**src/rtl/sync_matrix_pkg.sv**
```systemverilog
package sync_matrix_pkg;
  localparam int REG_W   = 8;
  localparam int N_FIXED = 12;

  localparam logic [3:0] A_CTRL   = 4'd0;
  localparam logic [3:0] A_SER    = 4'd3;
  localparam logic [3:0] A_PERIOD = 4'd6;
  localparam logic [3:0] A_GAIN   = 4'd8;

  typedef enum logic [1:0] {ALT_TC, ALT_ONESHOT, ALT_PIN_B} alt_src_e;

  // strobes 4..7 follow pin B in mode 1
  function automatic logic on_pin_b(input int idx);
    return (idx >= 4) && (idx <= 7);
  endfunction

  function automatic alt_src_e alt_kind(input int idx);
    if (idx == 1) return ALT_ONESHOT;
    if (idx == 8 || idx == 9) return ALT_PIN_B;
    return ALT_TC;
  endfunction

  function automatic int fld_addr(input int idx);
    if (idx < 4)  return 1;
    if (idx < 8)  return 2;
    if (idx < 10) return 3;
    if (idx < 12) return 4;
    return 5;
  endfunction

  function automatic int fld_lsb(input int idx);
    if (idx < 10)  return 2 * (idx % 4);
    if (idx == 10) return 0;
    if (idx == 11) return 3;
    return 2 * (idx - 12);
  endfunction

  function automatic logic [REG_W-1:0] cfg_rst(input int a);
    case (a)
      1:       return 8'hA9;
      2:       return 8'h0F;
      3:       return 8'h05;
      4:       return 8'h1A;
      5:       return 8'h55;
      default: return 8'h00;
    endcase
  endfunction
endpackage

```
**src/rtl/sync_sel2.sv**
```systemverilog
module sync_sel2 (
  input  logic [1:0] mode,
  input  logic       pin,
  input  logic       alt,
  output logic       y
);
  always_comb begin
    unique case (mode)
      2'd0: y = 1'b0;
      2'd1: y = pin;
      2'd2: y = alt;
      default: y = 1'b1;
    endcase
  end
endmodule

```
**src/rtl/sync_sel3.sv**
```systemverilog
module sync_sel3 (
  input  logic [2:0] mode,
  input  logic       pin_a,
  input  logic       pin_b,
  input  logic       os,
  output logic       y
);
  always_comb begin
    unique case (mode)
      3'd2: y = pin_a;
      3'd3: y = pin_b;
      3'd4: y = os;
      3'd6, 3'd7: y = 1'b1;
      default: y = 1'b0;
    endcase
  end
endmodule

```
**src/rtl/sync_cnt.sv**
```systemverilog
module sync_cnt #(
  parameter int            W   = 8,
  parameter logic [W-1:0]  RST = '1
) (
  input  logic         clk,
  input  logic         rst_n,
  input  logic [W-1:0] period,
  input  logic         sync,
  output logic         tc
);
  logic [W-1:0] cnt_q;

  assign tc = (cnt_q == '0);

  always_ff @(posedge clk) begin
    if (!rst_n)            cnt_q <= RST;
    else if (sync || tc)   cnt_q <= period;
    else                   cnt_q <= cnt_q - 1'b1;
  end
endmodule

```
**src/rtl/oneshot_gen.sv**
```systemverilog
module oneshot_gen (
  input  logic clk,
  input  logic rst_n,
  input  logic wr_stb,
  input  logic wr_level,
  input  logic wr_fire,
  input  logic hold_level,
  input  logic hold_bit,
  output logic os
);
  logic pulse_q;

  always_ff @(posedge clk) begin
    if (!rst_n) pulse_q <= 1'b0;
    else        pulse_q <= wr_stb && wr_fire && !wr_level;
  end

  assign os = hold_level ? hold_bit : pulse_q;
endmodule

```
**src/rtl/gain_hold.sv**
```systemverilog
module gain_hold #(
  parameter int W = 8
) (
  input  logic         clk,
  input  logic         rst_n,
  input  logic         wr,
  input  logic [W-1:0] wdata,
  input  logic         hold_mode,
  input  logic         sync,
  output logic [W-1:0] gain
);
  logic [W-1:0] pend_q;

  always_ff @(posedge clk) begin
    if (!rst_n) begin
      pend_q <= '0;
      gain   <= '0;
    end else if (wr) begin
      pend_q <= wdata;
      if (!hold_mode) gain <= wdata;
    end else if (hold_mode && sync) begin
      gain <= pend_q;
    end
  end
endmodule

```
**src/rtl/sync_matrix.sv**
```systemverilog
module sync_matrix
  import sync_matrix_pkg::*;
#(
  parameter int               NUM_FLUSH  = 4,
  parameter int               CNT_W      = 8,
  parameter int               GAIN_W     = 8,
  parameter logic [CNT_W-1:0] PERIOD_RST = 15
) (
  input  logic                          clk,
  input  logic                          rst_n,
  input  logic                          sync_a_n,
  input  logic                          sync_b_n,
  input  logic                          wr_en,
  input  logic [3:0]                    wr_addr,
  input  logic [REG_W-1:0]              wr_data,
  output logic [N_FIXED+NUM_FLUSH-1:0]  sync_out,
  output logic [GAIN_W-1:0]             gain_out
);
  localparam int NUM_SYNC = N_FIXED + NUM_FLUSH;
  localparam int NUM_REG  = 7;
  localparam int AW       = $clog2(NUM_REG);

  logic [REG_W-1:0] cfg_q [NUM_REG];
  logic sa, sb, os_w, tc_w, tc_sel;
  logic cfg_wr, ctrl_wr, gain_wr;

  assign sa = ~sync_a_n;
  assign sb = ~sync_b_n;

  assign cfg_wr  = wr_en && (wr_addr < 4'(NUM_REG));
  assign ctrl_wr = wr_en && (wr_addr == A_CTRL);
  assign gain_wr = wr_en && (wr_addr == A_GAIN);

  always_ff @(posedge clk) begin
    if (!rst_n) begin
      for (int a = 0; a < NUM_REG; a++)
        cfg_q[a] <= (a == int'(A_PERIOD)) ? REG_W'(PERIOD_RST) : cfg_rst(a);
    end else if (cfg_wr) begin
      cfg_q[wr_addr[AW-1:0]] <= wr_data;
    end
  end

  logic unused_bits;
  assign unused_bits = ^{cfg_q[0][REG_W-1:3], cfg_q[3][REG_W-1:5], cfg_q[4][REG_W-1:6]};

  oneshot_gen u_os (
    .clk(clk), .rst_n(rst_n), .wr_stb(ctrl_wr),
    .wr_level(wr_data[1]), .wr_fire(wr_data[2]),
    .hold_level(cfg_q[0][1]), .hold_bit(cfg_q[0][2]), .os(os_w)
  );

  sync_cnt #(.W(CNT_W), .RST(PERIOD_RST)) u_cnt (
    .clk(clk), .rst_n(rst_n), .period(cfg_q[A_PERIOD][CNT_W-1:0]),
    .sync(sync_out[1]), .tc(tc_w)
  );

  assign tc_sel = cfg_q[0][0] ? os_w : tc_w;

  for (genvar gi = 0; gi < NUM_SYNC; gi++) begin : g_fn
    localparam int AD = fld_addr(gi);
    localparam int LB = fld_lsb(gi);
    if (gi == 10 || gi == 11) begin : g_w3
      sync_sel3 u_sel (
        .mode(cfg_q[AD][LB+2:LB]), .pin_a(sa), .pin_b(sb), .os(os_w), .y(sync_out[gi])
      );
    end else begin : g_w2
      logic alt;
      if (alt_kind(gi) == ALT_ONESHOT) begin : g_os
        assign alt = os_w;
      end else if (alt_kind(gi) == ALT_PIN_B) begin : g_pb
        assign alt = sb;
      end else begin : g_tc
        assign alt = tc_sel;
      end
      sync_sel2 u_sel (
        .mode(cfg_q[AD][LB+1:LB]), .pin(on_pin_b(gi) ? sb : sa), .alt(alt), .y(sync_out[gi])
      );
    end
  end

  gain_hold #(.W(GAIN_W)) u_gain (
    .clk(clk), .rst_n(rst_n), .wr(gain_wr), .wdata(wr_data[GAIN_W-1:0]),
    .hold_mode(cfg_q[A_SER][4]), .sync(sb), .gain(gain_out)
  );
endmodule

```
**config.mk**
```make
export PLATFORM = sky130hd
export DESIGN_NAME = sync_matrix
export DESIGN_NICKNAME = d
export VERILOG_FILES = /design/src/rtl/sync_matrix_pkg.sv /design/src/rtl/sync_sel2.sv /design/src/rtl/sync_sel3.sv /design/src/rtl/sync_cnt.sv /design/src/rtl/oneshot_gen.sv /design/src/rtl/gain_hold.sv /design/src/rtl/sync_matrix.sv
export SDC_FILE = /design/constraint.sdc
export NUM_CORES = 1
export LEC_CHECK = 0
export ABC_AREA = 0
export BUFFER_PORTS_ARGS = -buffer_cell sky130_fd_sc_hd__buf_2
export CAP_MARGIN = 20
export CORE_MARGIN = 2
export CORE_UTILIZATION = 55
export DETAILED_ROUTE_END_ITERATION = 16
export PLACE_DENSITY = 0.76
export SYNTH_ARGS = -nofsm -noshare
export SYNTH_HDL_FRONTEND = slang
export SYNTH_SLANG_ARGS = --single-unit
```
**constraint.sdc**
```tcl
create_clock -name clk -period 2.4 [get_ports clk]
set_input_delay 0.12 -clock clk [delete_from_list [all_inputs] [get_ports clk]]
set_output_delay 0.12 -clock clk [all_outputs]
set_load 0.005 [all_outputs]
```
==> summary.md, run 1 <==
| Metric | Value |
|---|---|
| Status | completed |
| Die area | 0.00695 mm2 |
| # rows | 28 |
| Mux share of post-synthesis cell area | 0.0130 |
| CTS sink count | 71 |
| Most used DFF post-synth | edfxtp_1 |
| Largest area contributor in the netlist | edfxtp_1 |
| CP max FO | 11 |
| ANT nets after route | 0 |
| Vias | 2667 |
| CP Launch Type | flip-flop |
| Fraction of layout cells with a size suffix above 1 | 0.210 |
| Flops & latches, synth | 71 |
| PD cells | 655 mW/mm2 |
| Critical path arrival | 2.15 ns |
| Net count reported at finish | 403 |
| DRT iter0 DRCs | 212 |
| First-pass GRT wire length | 12.2 mm |
| Clk slew on worst S/H paths | 0.07 ns |
| Commonest non-fill, non-tap cells in the layout | nand2_1 (43), buf_2 (40), edfxtp_1 (38) |
| RSZ-0062 raised after global routing | false |
| Core Area | 0.00599 mm2 |
| Vias in the first global route | 2483 |
| Largest net degree at the start of global routing | 19 |
| Xor/xnor share of the synthesized area | 0.00758 |
| Drt drc | 0 |
| Final Setup Violations | 0 |
| Synth Area in Adders | 0.00361 |
| Top post-synthesis cells by area | edfxtp_1 (33%), dfxtp_1 (19%), nand2_1 (4.7%) |
| Syn_area_per_cell | 9.70 um2 |
| Met1 Usage GRT | 0.295 |
| Placed cell area | 0.00361 mm2 |
| PortBufs | 40 |
| Compound-Gate Fraction of Synth Area | 0.174 |
| Met2 usage | 0.360 |
| Ys Warns | 0 |
| Area delta synth->final | 9.75% |
| Grt ovf | 0 |
| CP Capture Type | primary output |
| N_diodes | 0 |
| Fin. Hold Viols | 0 |
| Cells after Synth | 357 |
| Min-Delay Path Class | in -> reg |
| Hold buffers post-CTS | 0 |
| Largest family of logic cells by synthesized area | simple AND/OR/NAND/NOR gates |
| WP data required | 2.28 ns |
| Sequential element share of the synthesized area | 0.520 |
| Detailed-route wire length per cell | 16.1 um |
| H-tree Lvls | 3 |
| Slew margin rel. | 0.554 |
| CTS Buf Count | 9 |
| Die X | 83.4 um |
| Max-slew violations | 0 |
| HPWL after DPL | 5.20 mm |
| Critical path, cell by cell | inv_1, ha_1, or3b_4, nor3_4, mux2i_1, buf_4, o21ai_0, buf_2 |
| Net count after synthesis | 375 |
| CTS tree | yes |
| Initial antenna violation count | 0 |
| DRT Wirelength | 7.50 mm |
| Fraction of registers with async set/reset | 0 |
| Synth unique cells | 49 |
| Setup TNS | 0 ns |
| GPL Wtd Cong | 0.840 |
| Post-synthesis cell area | 0.00346 mm2 |
| Starting Density | 0.578 |
| GRT Overall Usage | 0.224 |
| CP peak stage delay | 0.43 ns |
| Synth top area share | 0.329 |
| Vias per cell | 5.74 |
| Max cap viols | 0 |
| Fin crit period | 2.27 ns |
| Max Fclk | 0.441 GHz |
| Flop2flop setup slack | 0.51 ns |
| Simple logic cell fraction of the synthesized area | 0.191 |
| CP max stage cell | or3b_4 |
| Final period utilization | 0.945 |
| Crit path kind | reg -> out |
| Met3 usage | 0.0507 |
| Clock Tree Root | clkbuf_8 |
| Leakage power | 1.57 nW |
| Peak supply drop | 0.314 mV |
| IO Count | 41 |
| Worst Tran Pin Value | 0.668 ns |
| Number of synthesized flops with an enable pin | 38 |
| Final setup skew | 0.00760 ns |
| Commonest non-fill, non-tap cell in the layout | nand2_1 |
| Max clock buf depth | 2 |
| Post-route cell area | 0.00380 mm2 |
| Pre-Repair DR Iteration Count | 5 |
| Worst skew pair latency | 0.35 ns |
| Global routing's busiest layer | met2 |
| Chip Height | 83.4 um |
==> path summary, 6_finish.rpt <==
check | from | to | depth (start not counted)
setup reg to reg | u_cnt.cnt_q[0] | u_cnt.cnt_q[6] | 8
hold / removal | wr_data[7] | u_gain.pend_q[7] | 3
hold reg to reg | u_gain.pend_q[7] | u_gain.pend_q[7] | 2
setup / recovery | u_cnt.cnt_q[0] | sync_out[13] | 8
==> sequential cells by signal (all words and copies together), names as in the netlist <==
name	cells
u_cnt.cnt_q	8
u_gain.gain	8
u_os.pulse_q	1
cfg_q	46
u_gain.pend_q	8
==> repair_timing <==
item,CTS,global route
setup buffers,0,3
pin swaps,1,1
endpoints found under the setup margin,1,11
gates resized for setup,0,0
==> metrics by stage <==
step           worst slack (ns)  std cells  hold WS (ns)  utilization  total power [mW]
5_1_grt                  0.0191        465        0.0497        0.635              2.58
3_3_place_gp              0.437        446         0.384        0.602              1.65
2_1_floorplan             0.553        357         0.192            -              1.59
4_1_cts                  0.0412        462        0.0318        0.631              2.49
6_report                  0.132        465        0.0423        0.635              2.49
3_5_place_dp              0.362        446         0.392        0.602              1.66
==> cells in the mapped netlist, types with 3 or more instances <==
master / instances
mux2i_1: 3
or3_1: 3
a311oi_1: 8
o21ai_0: 20
nand3_1: 8
nand2_1: 43
clkbuf_1: 8
o211ai_1: 6
a31oi_1: 4
nor2b_1: 4
buf_2: 3
edfxtp_1: 38
and2_1: 10
a211oi_1: 10
inv_1: 30
nand2b_1: 10
a21oi_1: 25
buf_1: 3
and3_1: 14
a21oi_2: 10
nor2_1: 17
dfxtp_1: 33
buf_4: 17
==> final cells by class <==
type	count	area, um2
Fill cell	524	2190
Sequential cell	71	1800
Multi-Input combinational cell	222	1350
Timing Repair Buffer	49	268
Clock buffer	15	166
Inverter	32	120
Tap cell	75	93.8
Clock inverter	1	5.00
==> cell families (layout without fill, tap and decap cells) <==
family / count (synthesis) / in the layout
fa+ha+maj: 1 / 1
flops: 71 / 71
compound gates: 90 / 90
xor+xnor: 3 / 3
simple gates: 124 / 124
mux: 4 / 4
buf+inv: 64 / 97
==> report_power, final <==
group	switching [mW]	total, mW	internal (mW)
clock network	0.421	0.853	0.432
logic	0.159	0.260	0.101
registers	0.0387	1.38	1.34
==> per-layer routing <==
layer  wire length, um  vias up
met5                 0        -
met4               158        0
met3               575       14
met2              3530      112
met1              3240     1250
li1                  -     1291
==> critical path: cells and delay by family, from the launching register on <==
| kind | cells | cell delay, ns |
|---|---|---|
| and+or+nand+nor | 2 | 0.63 |
| buffers and inverters | 3 | 0.40 |
| DFF | 1 | 0.34 |
| adders and majority gates | 1 | 0.18 |
| AOI/OAI and AO/OA | 1 | 0.16 |
| muxes | 1 | 0.09 |
No activity file was read; power rests on OpenSTA's default activity.
==> run 2, diff against run 1 <==
--- a/config.mk
+++ b/config.mk
@@ -12,6 +12,7 @@
 export CORE_UTILIZATION = 55
 export DETAILED_ROUTE_END_ITERATION = 16
 export PLACE_DENSITY = 0.76
+export REMOVE_ABC_BUFFERS = 1
 export SYNTH_ARGS = -nofsm -noshare
 export SYNTH_HDL_FRONTEND = slang
 export SYNTH_SLANG_ARGS = --single-unit
==> run 2 against run 1 <==
Setup slack gained 0.024 ns. Clock-buffer cell count shrank 6. Combinational power is essentially flat. Clock power grew 32%. Sequential share of layout area shrank 0.51 points. Core utilization grew 0.69 points. Clock skew shrank 0.0032 ns. Via count shrank 2.4%. Critical path type unchanged.
==> summary.md, run 2 (same netlist as run 1, synthesis figures left out) <==
| Metric | Value |
|---|---|
| Clock power frac | 0.408 (+0.066) |
| Max Fclk | 0.446 GHz (+1.1%) |
| CP max FO | 11 (unchanged) |
| ANT nets after route | 0 (unchanged) |
| CP Capture Type | primary output |
| Final period utilization | 0.935 (-0.0100) |
| Post-route cell area | 0.00384 mm2 (+1.1%) |
| GPL Wtd Cong | 0.815 (-3.0%) |
| CTS Buf Count | 9 (unchanged) |
| Combinational Power Share | 0.093 (-0.011) |
| Layout Utilization | 0.642 (+0.00689) |
| IO Count | 41 (unchanged) |
| HPWL after DPL | 5.11 mm (-1.7%) |
| PD cells | 720 mW/mm2 (+9.8%) |
| Worst Hold Path EP | u_gain.pend_q[6] |
| Clk slew on worst S/H paths | 0.07 ns (about the same) |
| Clock Tree Root | clkbuf_8 |
| Placed cell area | 0.00360 mm2 (-0.21%) |
| Met2 WL | 3.45 mm (-2.3%) |
| N_diodes | 0 (unchanged) |
| DR top layer | met4 |
| Detailed-route wire length per cell | 16.1 um (-0.26%) |
| CTS sink count | 71 (unchanged) |
| Vias | 2603 (-2.4%) |
| Top reg by flops | cfg_q |
| Hold Crit Depth | 3 (unchanged) |
| Vias in the first global route | 2504 (+0.85%) |
| Grt ovf | 0 (unchanged) |
| Fill count | 480 (-8.4%) |
| Critical R2R Launch | u_cnt.cnt_q[0] |
| Pre-Repair DR Iteration Count | 4 (-1) |
| Die X | 83.4 um (unchanged) |
| H-tree Lvls | 3 (unchanged) |
| # rows | 28 (unchanged) |
| Capturing point of the worst reg2reg path | u_cnt.cnt_q[5] |
| Fraction of layout cells with a size suffix above 1 | 0.209 (-0.000954) |
| Largest net degree at the start of global routing | 22 (+3) |
| Drt drc | 0 (unchanged) |
| Hold buffers post-CTS | 0 (unchanged) |
| Net Sw Frac | 0.233 (-0.0158) |
| Crit path kind | reg -> out |
| Final setup skew | 0.00441 ns (-0.00319 ns) |
| Final setup margin | 0.156 ns (+0.0240 ns) |
| Vias per cell | 5.63 (-1.8%) |
| DRT Wirelength | 7.43 mm (-0.91%) |
| Die area | 0.00695 mm2 (unchanged) |
| Worst skew pair latency | 0.35 ns (about the same) |
| Fin. Hold Viols | 0 (unchanged) |
| Chip Height | 83.4 um (unchanged) |
| Fin crit period | 2.24 ns (-0.0240 ns) |
| Worst Tran Pin Value | 0.731 ns (+0.0624 ns) |
| CP peak stage delay | 0.43 ns (about the same) |
| R2r worst-path depth | 6 (-2) |
| Starting Density | 0.578 (unchanged) |
| Met1 wire length | 3.44 mm (+6.4%) |
| WP data required | 2.28 ns (about the same) |
| DRT iter0 DRCs | 238 (+12%) |
| First-pass GRT wire length | 12.4 mm (+1.0%) |
| Net count reported at finish | 400 (-0.74%) |
| Metal3 WL | 407 um (-29%) |
| Area delta synth->final | 10.9% |
| Int Power | 2.12 mW (+13%) |
| Commonest non-fill, non-tap cells in the layout | nand2_1 (43), buf_2 (40), edfxtp_1 (38) |
| Min-Delay Path Class | in -> reg |
| Number of flip-flops in the largest register | 46 (unchanged) |
| Critical path, cell by cell | inv_1, ha_1, or3b_4, nor3_4, mux2i_1, buf_4, o21ai_0, buf_2 |
| Initial antenna violation count | 0 (unchanged) |
| Setup Slack @ Placement | 0.320 ns (-0.0420 ns) |
| PortBufs | 40 (unchanged) |
| Peak supply drop | 0.433 mV (+38%) |
| Fin Hold WS | 0.0382 ns (-0.00407 ns) |
| Critical path arrival | 2.12 ns (-0.03 ns) |
| CTS tree | yes |
| Final Setup Violations | 0 (unchanged) |
| Max cap viols | 0 (unchanged) |
| Leakage power | 1.59 nW (+0.92%) |
| Max-slew violations | 0 (unchanged) |
| RSZ-0062 raised after global routing | false |
| Flop2flop setup slack | 0.61 ns (+0.10 ns) |
| Max clock buf depth | 2 (unchanged) |
| Status | completed |
| Slew margin rel. | 0.513 (-0.0416) |
| GRT Overall Usage | 0.229 (+0.00425) |
| CP Launch Type | flip-flop |
| Core Area | 0.00599 mm2 (unchanged) |
| Psw | 0.643 mW (+3.9%) |
| Beginning of the worst hold path | wr_data[6] |
| Commonest non-fill, non-tap cell in the layout | nand2_1 |
| Setup TNS | 0 ns (unchanged) |
| Register share of total power | 0.499 (-0.054) |
| CP max stage cell | or3b_4 |
run 2: cell types whose count changed in the layout (fill, tap and decap cells not counted):
cell and change:
clkbuf_1 -4, clkinv_4 +1, clkbuf_8 -2, buf_4 -3, bufinv_16 +3, clkinv_1 +2
run 2: metal layers:
| metal | GRT usage | up-vias |
|---|---|---|
| met2 | 0.350 | 83 |
| met3 | 0.0457 | 10 |
| met4 | 0.127 | 0 |
| li1 | - | 1292 |
| met5 | 0 | - |
| met1 | 0.305 | 1218 |
run 2: repair_timing:
action,4_1_cts,5_1_grt
setup endpoints to repair,11,0
resized for setup,0,0
buffers inserted,1,0
run 2: critical path, delay by kind of cell (launching register included):
kind	cells	cell delay, ns
and+or+nand+nor	2	0.58
adders and majority gates	1	0.19
muxes	1	0.10
buffers and inverters	3	0.40
AOI/OAI and AO/OA	1	0.15
DFF	1	0.33
run 2: worst max-delay path by stage:
stage	start	to	cells past startpoint	slack, ns
2_1_floorplan	u_cnt.cnt_q[0]	sync_out[13]	6	0.32
3_3_place_gp	u_cnt.cnt_q[0]	sync_out[13]	8	0.41
3_5_place_dp	u_cnt.cnt_q[0]	sync_out[13]	8	0.32
4_1_cts	u_cnt.cnt_q[0]	sync_out[13]	8	0.13
5_1_grt	u_cnt.cnt_q[0]	sync_out[13]	8	0.02
6_report	u_cnt.cnt_q[0]	sync_out[13]	8	0.16
run 2: metrics by stage:
step	std cells	power, mW
6_report	462	2.77
5_1_grt	462	2.86
4_1_cts	462	2.77
3_5_place_dp	445	1.66
3_3_place_gp	445	1.65
2_1_floorplan	325	1.54
run 2: final cells by class:
cell class                 instances  area, um2  share of cell area
timing repair buffer              46        245              0.0638
sequential                        71       1800               0.469
multi-input combinational        222       1350               0.351
clock inverter                     7        111              0.0290
clock buffer                       9        124              0.0322
inverter                          32        120              0.0312
tap                               75       93.8              0.0244
run 2: power groups by stage:
stage                     registers [mW]  clock network (mW)  logic, mW
after floorplan                     1.40                   0      0.146
after global placement              1.40                   0      0.251
after detailed placement            1.41                   0      0.257
after CTS                           1.38                1.14      0.259
after global routing                1.39                1.19      0.288
final                               1.38                1.13      0.258
==> run 3, diff against run 2 <==
--- a/config.mk
+++ b/config.mk
@@ -9,9 +9,9 @@
 export BUFFER_PORTS_ARGS = -buffer_cell sky130_fd_sc_hd__buf_2
 export CAP_MARGIN = 20
 export CORE_MARGIN = 2
-export CORE_UTILIZATION = 55
+export CORE_UTILIZATION = 58
 export DETAILED_ROUTE_END_ITERATION = 16
-export PLACE_DENSITY = 0.76
+export PLACE_DENSITY = 0.79
 export REMOVE_ABC_BUFFERS = 1
 export SYNTH_ARGS = -nofsm -noshare
 export SYNTH_HDL_FRONTEND = slang
==> run 3 against run 2 <==
Via count up 2.2%. Critical endpoint is now sync_out[5]. First-iteration DRC count up 11%. Core utilization up 1.4 points.
==> summary.md, run 3 (same netlist as run 1, synthesis figures left out) <==
| Metric | Value |
|---|---|
| Initial antenna violation count | 0 (unchanged) |
| CP Launch Type | flip-flop |
| Die area | 0.00661 mm2 (-4.9%) |
| Placed Instances | 445 (unchanged) |
| Detailed-route wire length per cell | 16.2 um (+0.70%) |
| Placed cell area | 0.00360 mm2 (unchanged) |
| Max-slew violations | 0 (unchanged) |
| CTS Buf Count | 9 (unchanged) |
| Net count reported at finish | 401 (+0.25%) |
| CTS sink count | 71 (unchanged) |
| Post-Layout Cell Count | 463 (+0.22%) |
| Status | completed |
| ANT nets after route | 0 (unchanged) |
| HPWL after DPL | 5.26 mm (+2.8%) |
| CP max stage cell | or3b_4 |
| Die X | 81.3 um (-2.5%) |
| N_diodes | 0 (unchanged) |
| Crit path kind | reg -> out |
| Crit path max-delay family | simple AND/OR/NAND/NOR gates |
| Commonest non-fill, non-tap cell in the layout | nand2_1 |
| CTS tree | yes |
| Clock Tree Root | clkbuf_8 |
| CP max FO | 11 (unchanged) |
| Pre-Repair DR Iteration Count | 4 (unchanged) |
| GPL Wtd Cong | 0.864 (+6.1%) |
| Fin. Hold Viols | 0 (unchanged) |
| FF+latch area | 0.00180 mm2 (unchanged) |
| Largest net degree at the start of global routing | 22 (unchanged) |
| Top reg by flops | cfg_q |
| Critical path, cell by cell | inv_1, ha_2, or3b_4, nor3_4, mux2i_1, buf_6, a21oi_2, buf_2 |
| Slew margin rel. | 0.503 (-0.00989) |
| Worst Tran Pin Value | 0.745 ns (+0.0148 ns) |
| CP Capture Type | primary output |
| Vias in the first global route | 2350 (-6.2%) |
| Fin crit period | 2.30 ns (+0.0609 ns) |
| Leakage power | 1.58 nW (-0.39%) |
| Setup TNS | 0 ns (unchanged) |
| Final period utilization | 0.960 (+0.0254) |
| Final Setup Violations | 0 (unchanged) |
| Multi-input logic area | 0.00135 mm2 (+0.19%) |
| Vias | 2659 (+2.2%) |
| Clk slew on worst S/H paths | 0.08 ns (about the same) |
| DRT Wirelength | 7.50 mm (+0.92%) |
| Final setup skew | 0.00777 ns (+0.00336 ns) |
| Fraction of layout cells with a size suffix above 1 | 0.219 (+0.00977) |
| GRT Overall Usage | 0.238 (+0.00888) |
| Core Area | 0.00585 mm2 (-2.3%) |
| Max clock buf depth | 2 (unchanged) |
| PD cells | 695 mW/mm2 (-3.4%) |
| DRT iter0 DRCs | 264 (+11%) |
| Buffers plus inverters on the worst setup path | 3 (unchanged) |
| Worst skew pair latency | 0.34 ns (about the same) |
| CP peak stage delay | 0.41 ns (-0.02 ns) |
| Min-Delay Path Class | in -> reg |
| Peak supply drop | 0.448 mV (+3.5%) |
| Starting Density | 0.592 (+0.0139) |
| Commonest non-fill, non-tap cells in the layout | nand2_1 (43), buf_2 (40), edfxtp_1 (38) |
| Drt drc | 0 (unchanged) |
| Grt ovf | 0 (unchanged) |
| Critical path arrival | 2.18 ns (+0.06 ns) |
| Post-route cell area | 0.00383 mm2 (-0.26%) |
| Number of flip-flops in the largest register | 46 (unchanged) |
| # rows | 28 (unchanged) |
| Vias per cell | 5.74 (+1.9%) |
| IO Count | 41 (unchanged) |
| RSZ-0062 raised after global routing | false |
| Layout Utilization | 0.655 (+0.0137) |
| WP data required | 2.28 ns (about the same) |
| PortBufs | 40 (unchanged) |
| Area delta synth->final | 10.7% |
| Max cap viols | 0 (unchanged) |
| Chip Height | 81.3 um (-2.5%) |
| First-pass GRT wire length | 11.6 mm (-5.9%) |
| Max Fclk | 0.434 GHz (-2.6%) |
| H-tree Lvls | 3 (unchanged) |
| Fill count | 467 (-2.7%) |
run 3: area by class of cell:
cell class | count | area share
clock buffer | 9 | 0.0323
multi-input combinational | 222 | 0.352
inverter | 32 | 0.0313
sequential | 71 | 0.470
timing repair buffer | 47 | 0.0669
tap | 75 | 0.0245
clock inverter | 7 | 0.0228
run 3: what timing repair did:
item	CTS	global route
pin swaps	1	1
gates resized for setup	0	3
hold buffers	0	0
setup endpoints to repair	2	11
buffers inserted	0	2
run 3: power by group:
| part | internal [mW] | total, mW | leakage [nW] | switching [mW] |
|---|---|---|---|---|
| clock network | 0.577 | 1.03 | 0.109 | 0.448 |
| logic | 0.101 | 0.260 | 0.829 | 0.159 |
| registers | 1.34 | 1.38 | 0.641 | 0.0396 |
| total | 2.02 | 2.66 | 1.58 | 0.647 |
run 3: per-layer routing:
| layer | vias to the layer above | wire length (um) | global-route usage |
|---|---|---|---|
| met5 | - | 0 | 0 |
| met4 | 0 | 109 | 0.110 |
| met2 | 90 | 3570 | 0.366 |
| li1 | 1286 | - | - |
| met1 | 1273 | 3380 | 0.326 |
| met3 | 10 | 441 | 0.0433 |
run 3: path summary, 6_finish.rpt:
| path | start | end | slack [ns] | cells past startpoint |
|---|---|---|---|---|
| worst min register to register | u_gain.pend_q[0] | u_gain.pend_q[0] | 0.46 | 2 |
| worst max register to register | u_cnt.cnt_q[0] | u_cnt.cnt_q[1] | 0.50 | 7 |
| worst min-delay path | wr_data[6] | u_gain.pend_q[6] | 0.03 | 3 |
| worst max-delay path | u_cnt.cnt_q[0] | sync_out[5] | 0.1 | 8 |
run 3: metrics by stage:
stage	setup slack, ns	hold slack, ns	power (mW)
detailed placement	0.352	0.393	1.66
CTS	0.0227	0.0263	2.67
floorplan	0.322	0.192	1.54
global placement	0.434	0.384	1.65
global route	0.00836	0.0437	2.76
finish	0.0951	0.0289	2.66
run 3: worst register-to-register path: stages (launching register included):
cell and delay (ns):
dfxtp_1 0.33, inv_1 0.06, ha_2 0.19, or3b_4 0.41, buf_4 0.15, or3_1 0.42
nand2_1 0.12, o211ai_1 0.09
